[config.mk]
export PLATFORM = sky130hd
export DESIGN_NAME = lane_pd_sequencer
export DESIGN_NICKNAME = d
export VERILOG_FILES = /design/src/rtl/lane_pd_pkg.sv /design/src/rtl/lane_pd_datapath.sv /design/src/rtl/lane_pd_control.sv /design/src/rtl/lane_pd_sequencer.sv
export SDC_FILE = /design/constraint.sdc
export NUM_CORES = 1
export LEC_CHECK = 0
export ABC_AREA = 1
export BUFFER_PORTS_ARGS = -buffer_cell sky130_fd_sc_hd__buf_2
export CAP_MARGIN = 20
export CELL_PAD_IN_SITES_DETAIL_PLACEMENT = 1
export CELL_PAD_IN_SITES_GLOBAL_PLACEMENT = 1
export CORE_MARGIN = 2
export CORE_UTILIZATION = 36
export CTS_CLUSTER_DIAMETER = 60
export DETAILED_ROUTE_END_ITERATION = 10
export GPL_ROUTABILITY_DRIVEN = 0
export PLACE_DENSITY_LB_ADDON = 0.1
export SETUP_SLACK_MARGIN = 0.5
export SLEW_MARGIN = 10
export SYNTH_ARGS = -nofsm -noshare
export SYNTH_HDL_FRONTEND = slang
export SYNTH_SLANG_ARGS = --single-unit
[constraint.sdc]
create_clock -name clk -period 1.4 [get_ports clk]
set_input_delay 0 -clock clk [delete_from_list [all_inputs] [get_ports clk]]
set_output_delay 0 -clock clk [all_outputs]
set_load 0.02 [all_outputs]
[src/rtl/lane_pd_pkg.sv]
package lane_pd_pkg;

  // Field codes on the write port; the order of codes 1..7 is the
  // order in which they are issued after the lane goes idle.
  typedef enum logic [2:0] {
    SEL_ABORT    = 3'd0,
    SEL_AMP      = 3'd1,
    SEL_ACTL     = 3'd2,
    SEL_BANKA    = 3'd3,
    SEL_ANA_PD   = 3'd4,
    SEL_DIG_PD   = 3'd5,
    SEL_DISABLE  = 3'd6,
    SEL_INITDONE = 3'd7
  } fieldSel_e;

  localparam logic [6:0] AMP_MAX      = 7'h7F;
  localparam logic [6:0] ACTL_SET_BIT = 7'h08;

  typedef enum logic [2:0] {
    ST_IDLE,
    ST_WRITE,
    ST_POLL,
    ST_WAIT,
    ST_DONE
  } seqState_e;

  // Strobes from the control FSM to the datapath.
  typedef struct packed {
    logic captureLane;
    logic clearErr;
    logic raiseErr;
    logic clearPolls;
    logic bumpPoll;
    logic clearWait;
    logic bumpWait;
  } dpStrobe_t;

endpackage

[src/rtl/lane_pd_datapath.sv]
module lane_pd_datapath
  import lane_pd_pkg::*;
#(
  parameter int MASK_W      = 32,
  parameter int WAIT_CYCLES = 50000,
  parameter int MAX_POLLS   = 200,
  localparam int LANE_W     = $clog2(MASK_W),
  localparam int WAIT_W     = $clog2(WAIT_CYCLES + 1),
  localparam int POLL_W     = $clog2(MAX_POLLS + 1)
) (
  input  logic              clk,
  input  logic              rstN,
  input  dpStrobe_t         strobe,
  input  logic [LANE_W-1:0] laneIdx,
  input  fieldSel_e         curSel,
  output logic [LANE_W-1:0] curLane,
  output logic [6:0]        fieldData,
  output logic [MASK_W-1:0] pdMask,
  output logic              timeoutErr,
  output logic              pollLast,
  output logic              waitDone
);

  localparam logic [MASK_W-1:0] TOP_BIT   = {1'b1, {(MASK_W-1){1'b0}}};
  localparam logic [WAIT_W-1:0] WAIT_LAST = WAIT_W'(WAIT_CYCLES - 1);
  localparam logic [POLL_W-1:0] POLL_LAST = POLL_W'(MAX_POLLS - 1);

  logic [WAIT_W-1:0] waitCnt;
  logic [POLL_W-1:0] pollCnt;

  always_ff @(posedge clk) begin
    if (!rstN) begin
      pdMask     <= '0;
      curLane    <= '0;
      timeoutErr <= 1'b0;
    end else begin
      if (strobe.captureLane) begin
        curLane <= laneIdx;
        pdMask  <= pdMask | (TOP_BIT >> laneIdx);
      end
      if (strobe.clearErr)      timeoutErr <= 1'b0;
      else if (strobe.raiseErr) timeoutErr <= 1'b1;
    end
  end

  always_ff @(posedge clk) begin
    if (!rstN) begin
      waitCnt <= '0;
      pollCnt <= '0;
    end else begin
      if (strobe.clearWait)     waitCnt <= '0;
      else if (strobe.bumpWait) waitCnt <= waitCnt + 1'b1;
      if (strobe.clearPolls)    pollCnt <= '0;
      else if (strobe.bumpPoll) pollCnt <= pollCnt + 1'b1;
    end
  end

  assign pollLast = (pollCnt == POLL_LAST);
  assign waitDone = (waitCnt == WAIT_LAST);

  always_comb begin
    unique case (curSel)
      SEL_AMP:  fieldData = AMP_MAX;
      SEL_ACTL: fieldData = ACTL_SET_BIT;
      default:  fieldData = 7'd1;
    endcase
  end

endmodule

[src/rtl/lane_pd_control.sv]
module lane_pd_control
  import lane_pd_pkg::*;
(
  input  logic      clk,
  input  logic      rstN,
  input  logic      start,
  input  logic      wrAck,
  input  logic      laneBusy,
  input  logic      pollLast,
  input  logic      waitDone,
  output dpStrobe_t strobe,
  output fieldSel_e curSel,
  output logic      wrValid,
  output logic      statRd,
  output logic      active,
  output logic      done
);

  seqState_e state, nextState;
  fieldSel_e step;
  logic      stepAdvance;

  always_ff @(posedge clk) begin
    if (!rstN) begin
      state <= ST_IDLE;
      step  <= SEL_ABORT;
    end else begin
      state <= nextState;
      if (state == ST_IDLE)  step <= SEL_ABORT;
      else if (stepAdvance)  step <= fieldSel_e'(step + 3'd1);
    end
  end

  always_comb begin
    nextState   = state;
    strobe      = '0;
    stepAdvance = 1'b0;
    wrValid     = 1'b0;
    statRd      = 1'b0;
    done        = 1'b0;
    unique case (state)
      ST_IDLE: begin
        if (start) begin
          strobe.captureLane = 1'b1;
          strobe.clearErr    = 1'b1;
          nextState          = ST_WRITE;
        end
      end
      ST_WRITE: begin
        wrValid = 1'b1;
        if (wrAck) begin
          stepAdvance = 1'b1;
          if (step == SEL_ABORT) begin
            strobe.clearPolls = 1'b1;
            strobe.clearWait  = 1'b1;
            nextState         = ST_POLL;
          end else if (step == SEL_INITDONE) begin
            nextState = ST_DONE;
          end
        end
      end
      ST_POLL: begin
        statRd = 1'b1;
        if (!laneBusy) begin
          nextState = ST_WRITE;
        end else if (pollLast) begin
          strobe.raiseErr = 1'b1;
          nextState       = ST_DONE;
        end else begin
          strobe.clearWait = 1'b1;
          nextState        = ST_WAIT;
        end
      end
      ST_WAIT: begin
        if (waitDone) begin
          strobe.clearWait = 1'b1;
          strobe.bumpPoll  = 1'b1;
          nextState        = ST_POLL;
        end else begin
          strobe.bumpWait = 1'b1;
        end
      end
      ST_DONE: begin
        done      = 1'b1;
        nextState = ST_IDLE;
      end
      default: nextState = ST_IDLE;
    endcase
  end

  assign curSel = step;
  assign active = (state != ST_IDLE);

endmodule

[src/rtl/lane_pd_sequencer.sv]
module lane_pd_sequencer
  import lane_pd_pkg::*;
#(
  parameter int MASK_W      = 32,
  parameter int WAIT_CYCLES = 50000,
  parameter int MAX_POLLS   = 200,
  localparam int LANE_W     = $clog2(MASK_W)
) (
  input  logic              clk,
  input  logic              rstN,
  input  logic              start,
  input  logic [LANE_W-1:0] laneIdx,
  output logic              wrValid,
  output logic [2:0]        wrSel,
  output logic [6:0]        wrData,
  output logic [LANE_W-1:0] tgtLane,
  input  logic              wrAck,
  output logic              statRd,
  input  logic              laneBusy,
  output logic [MASK_W-1:0] pdMask,
  output logic              active,
  output logic              done,
  output logic              timeoutErr
);

  dpStrobe_t strobe;
  fieldSel_e curSel;
  logic      pollLast;
  logic      waitDone;

  lane_pd_control uCtrl (
    .clk      (clk),
    .rstN     (rstN),
    .start    (start),
    .wrAck    (wrAck),
    .laneBusy (laneBusy),
    .pollLast (pollLast),
    .waitDone (waitDone),
    .strobe   (strobe),
    .curSel   (curSel),
    .wrValid  (wrValid),
    .statRd   (statRd),
    .active   (active),
    .done     (done)
  );

  lane_pd_datapath #(
    .MASK_W      (MASK_W),
    .WAIT_CYCLES (WAIT_CYCLES),
    .MAX_POLLS   (MAX_POLLS)
  ) uData (
    .clk        (clk),
    .rstN       (rstN),
    .strobe     (strobe),
    .laneIdx    (laneIdx),
    .curSel     (curSel),
    .curLane    (tgtLane),
    .fieldData  (wrData),
    .pdMask     (pdMask),
    .timeoutErr (timeoutErr),
    .pollLast   (pollLast),
    .waitDone   (waitDone)
  );

  assign wrSel = curSel;

endmodule

# ---- Word-level counts from Yosys, hierarchy flattened
# Index checks and enable logic that the tools add are counted.
dict set report word_totals {
  ff_bits 68
  inputBits 10
  out_inout_bits 52
}
dict set report op_classes {
  n_addsub 3
  eq_ne 13
  shifts 1
  mux 29
  bitwise_logic 2
  reduce_logical 8
}
# operator count
set op_table {}
lappend op_table {{$or A32 B32 Y32} 1}
lappend op_table {{$shr A32 B5 Y32 const A} 1}
lappend op_table {{$mux W3} 7}
lappend op_table {{$add A16 B1 Y16 const B} 1}
lappend op_table {{$eq A16 B16 Y1 const B} 1}
lappend op_table {{$mux W1} 16}
lappend op_table {{$pmux W7 S2} 1}
lappend op_table {{$pmux W3 S4} 1}
lappend op_table {{$eq A3 B2 Y1 const B} 3}
lappend op_table {{$add A8 B1 Y8 const B} 1}
lappend op_table {{$eq A8 B8 Y1 const B} 1}
lappend op_table {{$reduce_or A2 Y1} 4}
lappend op_table {{$eq A3 B1 Y1 const B} 2}
lappend op_table {{$eq A3 B3 Y1 const B} 2}
lappend op_table {{$logic_not A3 Y1} 2}
lappend op_table {{$mux W2} 3}
lappend op_table {{$ne A2 B2 Y1 const B} 2}
lappend op_table {{$reduce_and A4 Y1} 1}
lappend op_table {{$add A3 B1 Y3 const B} 1}
lappend op_table {{$ne A3 B1 Y1 const B} 1}
lappend op_table {{$pmux W1 S3} 1}
lappend op_table {{$reduce_bool A3 Y1} 1}
lappend op_table {{$ne A2 B1 Y1 const B} 1}
lappend op_table {{$not A1 Y1} 1}

# ---- Longest topological paths before layout
# Gate-level depths: netlist of the first run.
dict set report logic_depth {
  word_depth 5
  depth_mapped 9
}

# ---- By module
# A second synthesis of the first run with hierarchy kept.
dict set report unflattened {
  cells_unflattened 420
  area_unflattened_um2 3074.2
}
# mod n_inst cells_per_inst area_each_um2 seq_area_each_um2
set by_module_without_submodules {}
lappend by_module_without_submodules {lane_pd_datapath 1 342 2628.8 1241.2}
lappend by_module_without_submodules {lane_pd_control 1 78 445.4 120.1}

# ---- Least setup slack after synthesis of the first run
# Ideal clock, no wire load.
dict set report synth_timing {
  path_type {register to register}
  startpoint {reg uCtrl.step[0] (netlist: uCtrl.curSel[0])}
  endpoint {reg uData.waitCnt[6]}
  arrival_time_ps 1467
  path_slack_ps -133
  path_stages_with_launch 9
  path_buffers 1
  period_less_slack_ps 1533
  cell_sequence {dfxtp_1 -> inv_1 -> ha_1 -> nand3_1 -> nor2_1 -> a21oi_2 -> nand3_2 -> buf_6 -> a21oi_2}
}
dict set report synth_via {
  elab_chain_len 5
}
# element line
set synth_lines {}
lappend synth_lines {{from (decl)} lane_pd_control.sv:20} ;# fieldSel_e step;
lappend synth_lines {{from (signal assigned)} lane_pd_control.sv:30} ;# else if (stepAdvance) step <= fieldSel_e'(step + 3'd1);
lappend synth_lines {{$logic_not A3 Y1} lane_pd_control.sv:53} ;# if (step == SEL_ABORT) begin
lappend synth_lines {{$mux W1} lane_pd_control.sv:53}
lappend synth_lines {{$mux W1} lane_pd_control.sv:51} ;# if (wrAck) begin
lappend synth_lines {{$pmux W1 S3} lane_pd_control.sv:41} ;# unique case (state)
lappend synth_lines {{$reduce_or A2 Y1 (no line)} n/a}
lappend synth_lines {{to (signal assigned)} lane_pd_datapath.sv:52} ;# else if (strobe.bumpWait) waitCnt <= waitCnt + 1'b1;
lappend synth_lines {{to (decl)} lane_pd_datapath.sv:28} ;# logic [WAIT_W-1:0] waitCnt;
# Every way passes these cells.
# A chain may end at the register's enable or synchronous reset.

# ---- Worst setup path after layout of the first run
dict set report layout_timing {
  startpoint {reg uData.pollCnt[1]}
  endpoint {reg uData.timeoutErr}
}
dict set report layout_via {
  elab_chain_len 4
}
# element line
set layout_lines {}
lappend layout_lines {{from (decl)} lane_pd_datapath.sv:29} ;# logic [POLL_W-1:0] pollCnt;
lappend layout_lines {{from (signal assigned)} lane_pd_datapath.sv:54} ;# else if (strobe.bumpPoll) pollCnt <= pollCnt + 1'b1;
lappend layout_lines {{$eq A8 B8 Y1} lane_pd_datapath.sv:58} ;# assign pollLast = (pollCnt == POLL_LAST);
lappend layout_lines {{$mux W1} lane_pd_control.sv:66} ;# end else if (pollLast) begin
lappend layout_lines {{$mux W1} lane_pd_control.sv:64} ;# if (!laneBusy) begin
lappend layout_lines {{$mux W1} lane_pd_control.sv:41}
lappend layout_lines {{to (signal assigned)} lane_pd_datapath.sv:35} ;# timeoutErr <= 1'b0;
lappend layout_lines {{to (signal assigned)} lane_pd_datapath.sv:41} ;# if (strobe.clearErr) timeoutErr <= 1'b0;
lappend layout_lines {{to (signal assigned)} lane_pd_datapath.sv:42} ;# else if (strobe.raiseErr) timeoutErr <= 1'b1;
lappend layout_lines {{to (decl)} lane_pd_datapath.sv:19} ;# output logic timeoutErr,
# Every way passes these cells.

==> key figures, run 1 <==
Placed design
  • Placed cells: 671
  • DP Worst Slack: -0.0557 ns
  • DP HPWL: 7520 µm
  • Port Buffers: 61

Worst setup path
  • Req. time, crit path: 1.68 ns
  • Critical Path AT: 1.80 ns
  • CP endpoint kind: register
  • CP Max Fanout: 2
  • Critical path, cell by cell: ha_4 > nand2_4 > nor3_4 > buf_4 > nand4_1 > buf_4 > a21oi_4
  • Crit path kind: reg -> reg
  • CP max-delay cell: dfxtp_2
  • Crit-path max cell delay: 0.36 ns
  • Critical Path Most Common Cell: buf_4
  • Startpoint types: register

Synthesis
  • Cells after Synth: 474
  • Synth Area in Compound Gates: 0.121
  • Mapped Area: 3380 µm²
  • Number of synthesized flops with an enable pin: 0
  • Post-synthesis area per instance: 7.14 µm²
  • Post-synth net total: 491
  • Synth cell types: 38
  • Synth area leaders: dfxtp_1 (40%), nand2_1 (12%), nor2_1 (8.1%)
  • Top-count cell post-synth: nand2_1
  • Largest family of logic cells by synthesized area: simple AND/OR/NAND/NOR gates
  • Yosys top cell area share: 0.402
  • Post-synth top area cell: dfxtp_1
  • Synth async-reset ratio: 0
  • Synth Area in XOR/XNOR: 0.0207
  • Ys flop type: dfxtp_1
  • Post-synthesis sequential area ratio: 0.402
  • Proportion of synthesized area in mux cells: 0
  • Most frequent cells after synthesis: nand2_1 (104), nor2_1 (73), dfxtp_1 (68)
  • Yosys warnings: 0
  • Synth Area in Simple Gates: 0.333
  • Adder-Cell Fraction of Synth Area: 0.0259
  • Register bit count reported by yosys: 68

STA
  • Measured slew at the worst slew-check pin: 0.847 ns
  • Final Worst Setup Slack: -0.126 ns
  • Hold Vio Cnt, Final: 0
  • Slew HR: 0.430
  • Pins over their slew limit: 0
  • Fin crit share: 1.09
  • Finish-stage setup viols: 33
  • Worst Skew: 0.00728 ns
  • FMAX: 655 MHz
  • RSZ-0062 raised after global routing: true
  • Crit path time final: 1.53 ns

Power and ir drop
  • Worst vdd ir: 0.504 mV
  • P per Cell Area: 862 nW/µm²
  • Leakage power: 0.00231 µW

Die
  • Die H: 101 µm
  • Die width: 101 µm
  • Row cnt: 35
  • Num ports: 62
  • Die ar.: 10200 µm²
  • Starting Density: 0.368
  • Core ar.: 9200 µm²

Finish
  • Final nets: 621
  • Ant diodes: 0
  • Area Overhead vs Synth: 63.0%
  • Finished Layout Cells: 720
  • Share of layout cells above drive strength 1: 0.525
  • Fill count: 1086

Global routing
  • Tot GR Track Use: 0.231
  • Initial antenna violation count: 0
  • First-pass GRT wire length: 18500 µm
  • Total gr overflow: 0
  • Vias in the first global route: 3781
  • Pin count of the biggest net entering global routing: 21

Outcome
  • Status: complete, but fails checks
  • Failing checks: negative setup slack

Clock network
  • Root buffer cell: clkbuf_8
  • Deepest clock path buffer count: 2
  • Sink Count: 68
  • H-tree levels: 3
  • Clock Latency Late Sink: 0.36 ns
  • Clock transition at path regs: 0.09 ns
  • Num CTS Buffers: 9
  • CTS tree: yes

Route
  • Routed wire length: 13600 µm
  • ANT nets after route: 0
  • First-pass iteration count of the detailed router: 4
  • DR WL/cell: 18.8 µm
  • Post-route DRC: 0
  • Via-to-Cell Ratio: 5.14
  • DR vias: 3700
  • First-iteration detailed-routing DRC count: 80

Run
  • Max Cap Viol: 0

Worst hold path
  • Hold Path Class: in -> reg
-- metrics by stage --
stage	hold slack [ns]	TNS [ns]	instance area, µm²	total power, µW	utilization
finish	0.0563	-1.99	5520	4760	0.600
detailed placement	0.346	-0.204	4240	2610	0.461
CTS	0.0363	-0.100	5000	4590	0.544
global placement	0.333	0	4240	2600	0.461
floorplan	0.164	0	3550	2420	-
global route	0.0755	-6.25	5520	4940	0.600
-- final cells by class --
class / instances / area, µm² / share of cell area
flip-flops and latches: 68 / 1420 / 0.258
clock inverters: 7 / 81.3 / 0.0147
multi-input cells: 335 / 2250 / 0.408
inverters: 53 / 239 / 0.0433
clock buffers: 9 / 124 / 0.0225
well taps: 111 / 139 / 0.0252
repair buffers: 137 / 1260 / 0.229
-- where the power goes --
part	total [µW]	internal (µW)	switching (µW)	leakage (µW)
Combinational	968	432	536	0.00164
Clock	1780	852	929	0.000101
Sequential	2010	1960	45.0	0.000567
-- logic make-up after synthesis --
logic type / after synthesis
buf+inv: 71
flops: 68
xor+xnor: 8
compound gates: 71
simple gates: 249
fa+ha+maj: 7
-- worst max-delay path, delay by kind of cell (launching register included) --
family | cells | cell delay, ns
DFF | 1 | 0.36
and+or+nand+nor | 3 | 0.40
AOI/OAI and AO/OA | 1 | 0.15
adders and majority gates | 1 | 0.16
buffers and inverters | 2 | 0.38
-- flip-flops by register name, summed over array words and instances, names as in the netlist --
name and flops:
uData.waitCnt 16, uData.pdMask 32, uCtrl.curSel 3, uCtrl.state 3
uData.timeoutErr 1, uData.pollCnt 8, uData.curLane 5
-- repair_timing --
item	4_1_cts	5_1_grt
pin swaps	19	24
hold buffers	4	0
endpoints found under the hold margin	3	0
cloned	1	0
setup buffers	12	16
endpoints found under the setup margin	86	113
gates resized for setup	119	115
-- per-layer routing --
layer	global-route usage	share of wire
met4	0.0769	0.027
met5	0	0
met2	0.422	0.54
met1	0.268	0.40
met3	0.0479	0.032
-- cells in the final DEF, fill, tap and decap left out, drive strengths merged, types with 4 or more instances in the layout --
cell type      n
buf          133
nand2        110
nor2          80
dfxtp         68
a21oi         54
inv           54
nand3         43
clkbuf         9
o21ai          9
nand4          7
ha             7
xor2           4
xnor2          4
dlygate4sd3    4
nor3           4
a31oi          4
clkinv         4
-- final timing paths --
kind	from	endpoint	slack [ns]	cells past startpoint
max	uData.pollCnt[1]$_SDFFE_PP0P_	uData.timeoutErr$_SDFFE_PP0P_	-0.13	7
min	laneIdx[4]	uData.pdMask[19]$_SDFFE_PN0P_	0.06	4
min reg2reg	uData.pdMask[0]$_SDFFE_PN0P_	uData.pdMask[0]$_SDFFE_PN0P_	0.46	2
max reg2reg	uData.pollCnt[1]$_SDFFE_PP0P_	uData.timeoutErr$_SDFFE_PP0P_	-0.13	7
(Power assumes the default switching activity.)
==> run 2: changes to the inputs <==
--- a/config.mk
+++ b/config.mk
@@ -11,7 +11,7 @@
 export CELL_PAD_IN_SITES_DETAIL_PLACEMENT = 1
 export CELL_PAD_IN_SITES_GLOBAL_PLACEMENT = 1
 export CORE_MARGIN = 2
-export CORE_UTILIZATION = 36
+export CORE_UTILIZATION = 40
 export CTS_CLUSTER_DIAMETER = 60
 export DETAILED_ROUTE_END_ITERATION = 10
 export GPL_ROUTABILITY_DRIVEN = 0
==> constraint.sdc (replaced) <==
create_clock -name clk -period 1.5 [get_ports clk]
set_input_delay 0 -clock clk [delete_from_list [all_inputs] [get_ports clk]]
set_output_delay 0 -clock clk [all_outputs]
set_load 0.02 [all_outputs]
==> run 2 against run 1 <==
- the run still ends with negative setup slack left
- highest routed layer unchanged
- clock skew increased by 0.021 ns
- die area decreased by 9.6%
- sequential share of layout area rose by 0.33 points
- maximum frequency barely moved
- worst setup slack better by 0.10 ns
- routed wire length rose by 20%
- non-clock buffer count decreased by 7
- worst hold slack gained 0.0069 ns
- final cell count fell by 1.4%
- via count grew 8.2%
==> key figures, run 2 (synthesis results as in run 1) <==
Clock network
  • Clock transition at path regs: 0.11 ns (+0.02 ns)
  • Num CTS Buffers: 9 (unchanged)
  • Root buffer cell: clkbuf_8
  • Clock Latency Late Sink: 0.38 ns (+0.02 ns)
  • Sink Count: 68 (unchanged)
  • H-tree levels: 3 (unchanged)
  • Deepest clock path buffer count: 2 (unchanged)
  • CTS tree: yes

Route
  • DR vias: 4003 (+8.2%)
  • DR WL/cell: 22.9 µm (+21%)
  • ANT nets after route: 0 (unchanged)
  • Via-to-Cell Ratio: 5.64 (+9.7%)
  • First-pass iteration count of the detailed router: 4 (unchanged)
  • Routed wire length: 16300 µm (+20%)
  • First-iteration detailed-routing DRC count: 224 (+180%)
  • Post-route DRC: 0 (unchanged)

Worst setup path
  • CP max-delay cell: dfxtp_4
  • Critical path, cell by cell: nor3_4 > nand2_4 > nor2_4 > buf_6 > a21oi_2 > nor2_1
  • Critical Path AT: 1.81 ns (about the same)
  • Cell family with most CP delay: simple AND/OR/NAND/NOR gates
  • Req. time, crit path: 1.78 ns (+0.10 ns)
  • CP endpoint kind: register
  • CP Max Fanout: 5 (+3)
  • Startpoint types: register
  • Crit-path max cell delay: 0.39 ns (+0.03 ns)
  • Worst Path Buf+Inv: 1 (-1)
  • Crit path kind: reg -> reg

Run
  • Max Cap Viol: 0 (unchanged)

Worst hold path
  • Hold Path Class: in -> reg

Finish
  • Commonest non-fill, non-tap cells in the layout: nand2_1 (87), nor2_1 (50), dfxtp_1 (50)
  • Ant diodes: 0 (unchanged)
  • Most common cell after layout, fill and taps aside: nand2_1
  • Final nets: 617 (-0.64%)
  • Largest Register: uData.pdMask
  • Fill count: 969 (-11%)
  • Share of layout cells above drive strength 1: 0.498 (-0.0279)
  • Biggest regs: uData.pdMask: 32 flops, uData.waitCnt: 16 flops, uData.pollCnt: 8 flops
  • Max reg flops: 32 (unchanged)
  • Layout Utilization: 0.652 (+0.0525)
  • Area Overhead vs Synth: 58.4%

Die
  • Die ar.: 9210 µm² (-9.6%)
  • Die H: 96.0 µm (-4.9%)
  • Row cnt: 33 (-5.7%)
  • Die width: 96.0 µm (-4.9%)
  • Core ar.: 8220 µm² (-11%)
  • Starting Density: 0.412 (+0.0439)
  • Num ports: 62 (unchanged)

STA
  • Pins over their slew limit: 0 (unchanged)
  • Worst Skew: 0.0284 ns (+0.0211 ns)
  • RSZ-0062 raised after global routing: true
  • Hold Vio Cnt, Final: 0 (unchanged)
  • Final Worst Setup Slack: -0.0266 ns (+0.0996 ns)
  • Slew HR: 0.560 (+0.129)
  • Setup TNS: -0.0775 ns (+1.92 ns)
  • FMAX: 655 MHz (about the same)
  • Crit path time final: 1.53 ns (+0.000392 ns)
  • Fin crit share: 1.02 (-0.0724)
  • Measured slew at the worst slew-check pin: 0.655 ns (-0.192 ns)
  • Finish-stage setup viols: 5 (-85%)

Placed design
  • DP HPWL: 7010 µm (-6.8%)
  • DP Worst Slack: 0.0399 ns (+0.0956 ns)
  • Port Buffers: 61 (unchanged)

Global routing
  • Tot GR Track Use: 0.279 (+0.0473)
  • Total gr overflow: 0 (unchanged)
  • Vias in the first global route: 3913 (+3.5%)
  • First-pass GRT wire length: 19600 µm (+5.6%)
  • Pin count of the biggest net entering global routing: 20 (-4.8%)
  • Initial antenna violation count: 0 (unchanged)

Outcome
  • Failing checks: negative setup slack
  • Status: complete, but fails checks

Power and ir drop
  • Worst vdd ir: 0.569 mV (+13%)
  • Total chip power: 4490 µW (-5.7%)
  • P per Cell Area: 837 nW/µm² (-3.0%)
  • Leakage power: 0.00221 µW (-4.4%)
==> run 2: what timing repair did <==
| action | in CTS | in global routing |
|---|---|---|
| buffers inserted | 27 | 7 |
| endpoints found under the hold margin | 6 | 0 |
| resized for setup | 83 | 103 |
| cloned | 3 | 2 |
| setup endpoints to repair | 79 | 82 |
| pin swaps | 33 | 39 |
| hold buffers | 9 | 0 |
==> run 2: worst min-delay path, stage by stage <==
cell	delay [ns]
buf_2	0.18
nor2_2	0.11
o21ai_1	0.06
inv_1	0.04
==> run 2: worst paths after layout <==
kind / slack [ns] / startpoint / cells past startpoint / endpoint
worst max-delay path: -0.03 / uCtrl.state[2]$_SDFFE_PN0P_ / 6 / uData.pdMask[12]$_SDFFE_PN0P_
worst max register to register: -0.03 / uCtrl.state[2]$_SDFFE_PN0P_ / 6 / uData.pdMask[12]$_SDFFE_PN0P_
worst min register to register: 0.48 / uData.curLane[4]$_SDFFE_PN0P_ / 2 / uData.curLane[4]$_SDFFE_PN0P_
worst min-delay path: 0.06 / laneIdx[4] / 4 / uData.pdMask[16]$_SDFFE_PN0P_
==> run 2: layout make-up <==
cell class | count | area (µm²) | area share
clock buffer | 9 | 124 | 0.0231
multi-input combinational | 338 | 2340 | 0.436
tap | 105 | 131 | 0.0245
clock inverter | 7 | 78.8 | 0.0147
sequential | 68 | 1400 | 0.261
inverter | 53 | 231 | 0.0432
timing repair buffer | 130 | 1060 | 0.198
==> run 2: layer usage <==
metal  track usage  routed length (µm)  share of wire  up-vias
li1              -                   -              -     1783
met1         0.322                6330           0.39     1986
met2         0.499                8390           0.52      172
met3        0.0603                 830          0.051       62
met4         0.107                 698          0.043        0
met5             0                   0              0        -
==> run 2: per-stage QoR <==
step	cell area (µm²)	hold slack (ns)	std cells
6_report	5360	0.0632	710
5_1_grt	5360	0.0731	710
4_1_cts	4860	0.0148	701
3_5_place_dp	4020	0.340	646
3_3_place_gp	4020	0.336	646
2_1_floorplan	3540	0.164	474
==> run 2: report_power, final <==
group	internal, µW	total (µW)	switching, µW
Sequential	1830	1880	44.9
Clock	795	1710	918
Combinational	361	895	534
Total	2990	4490	1500
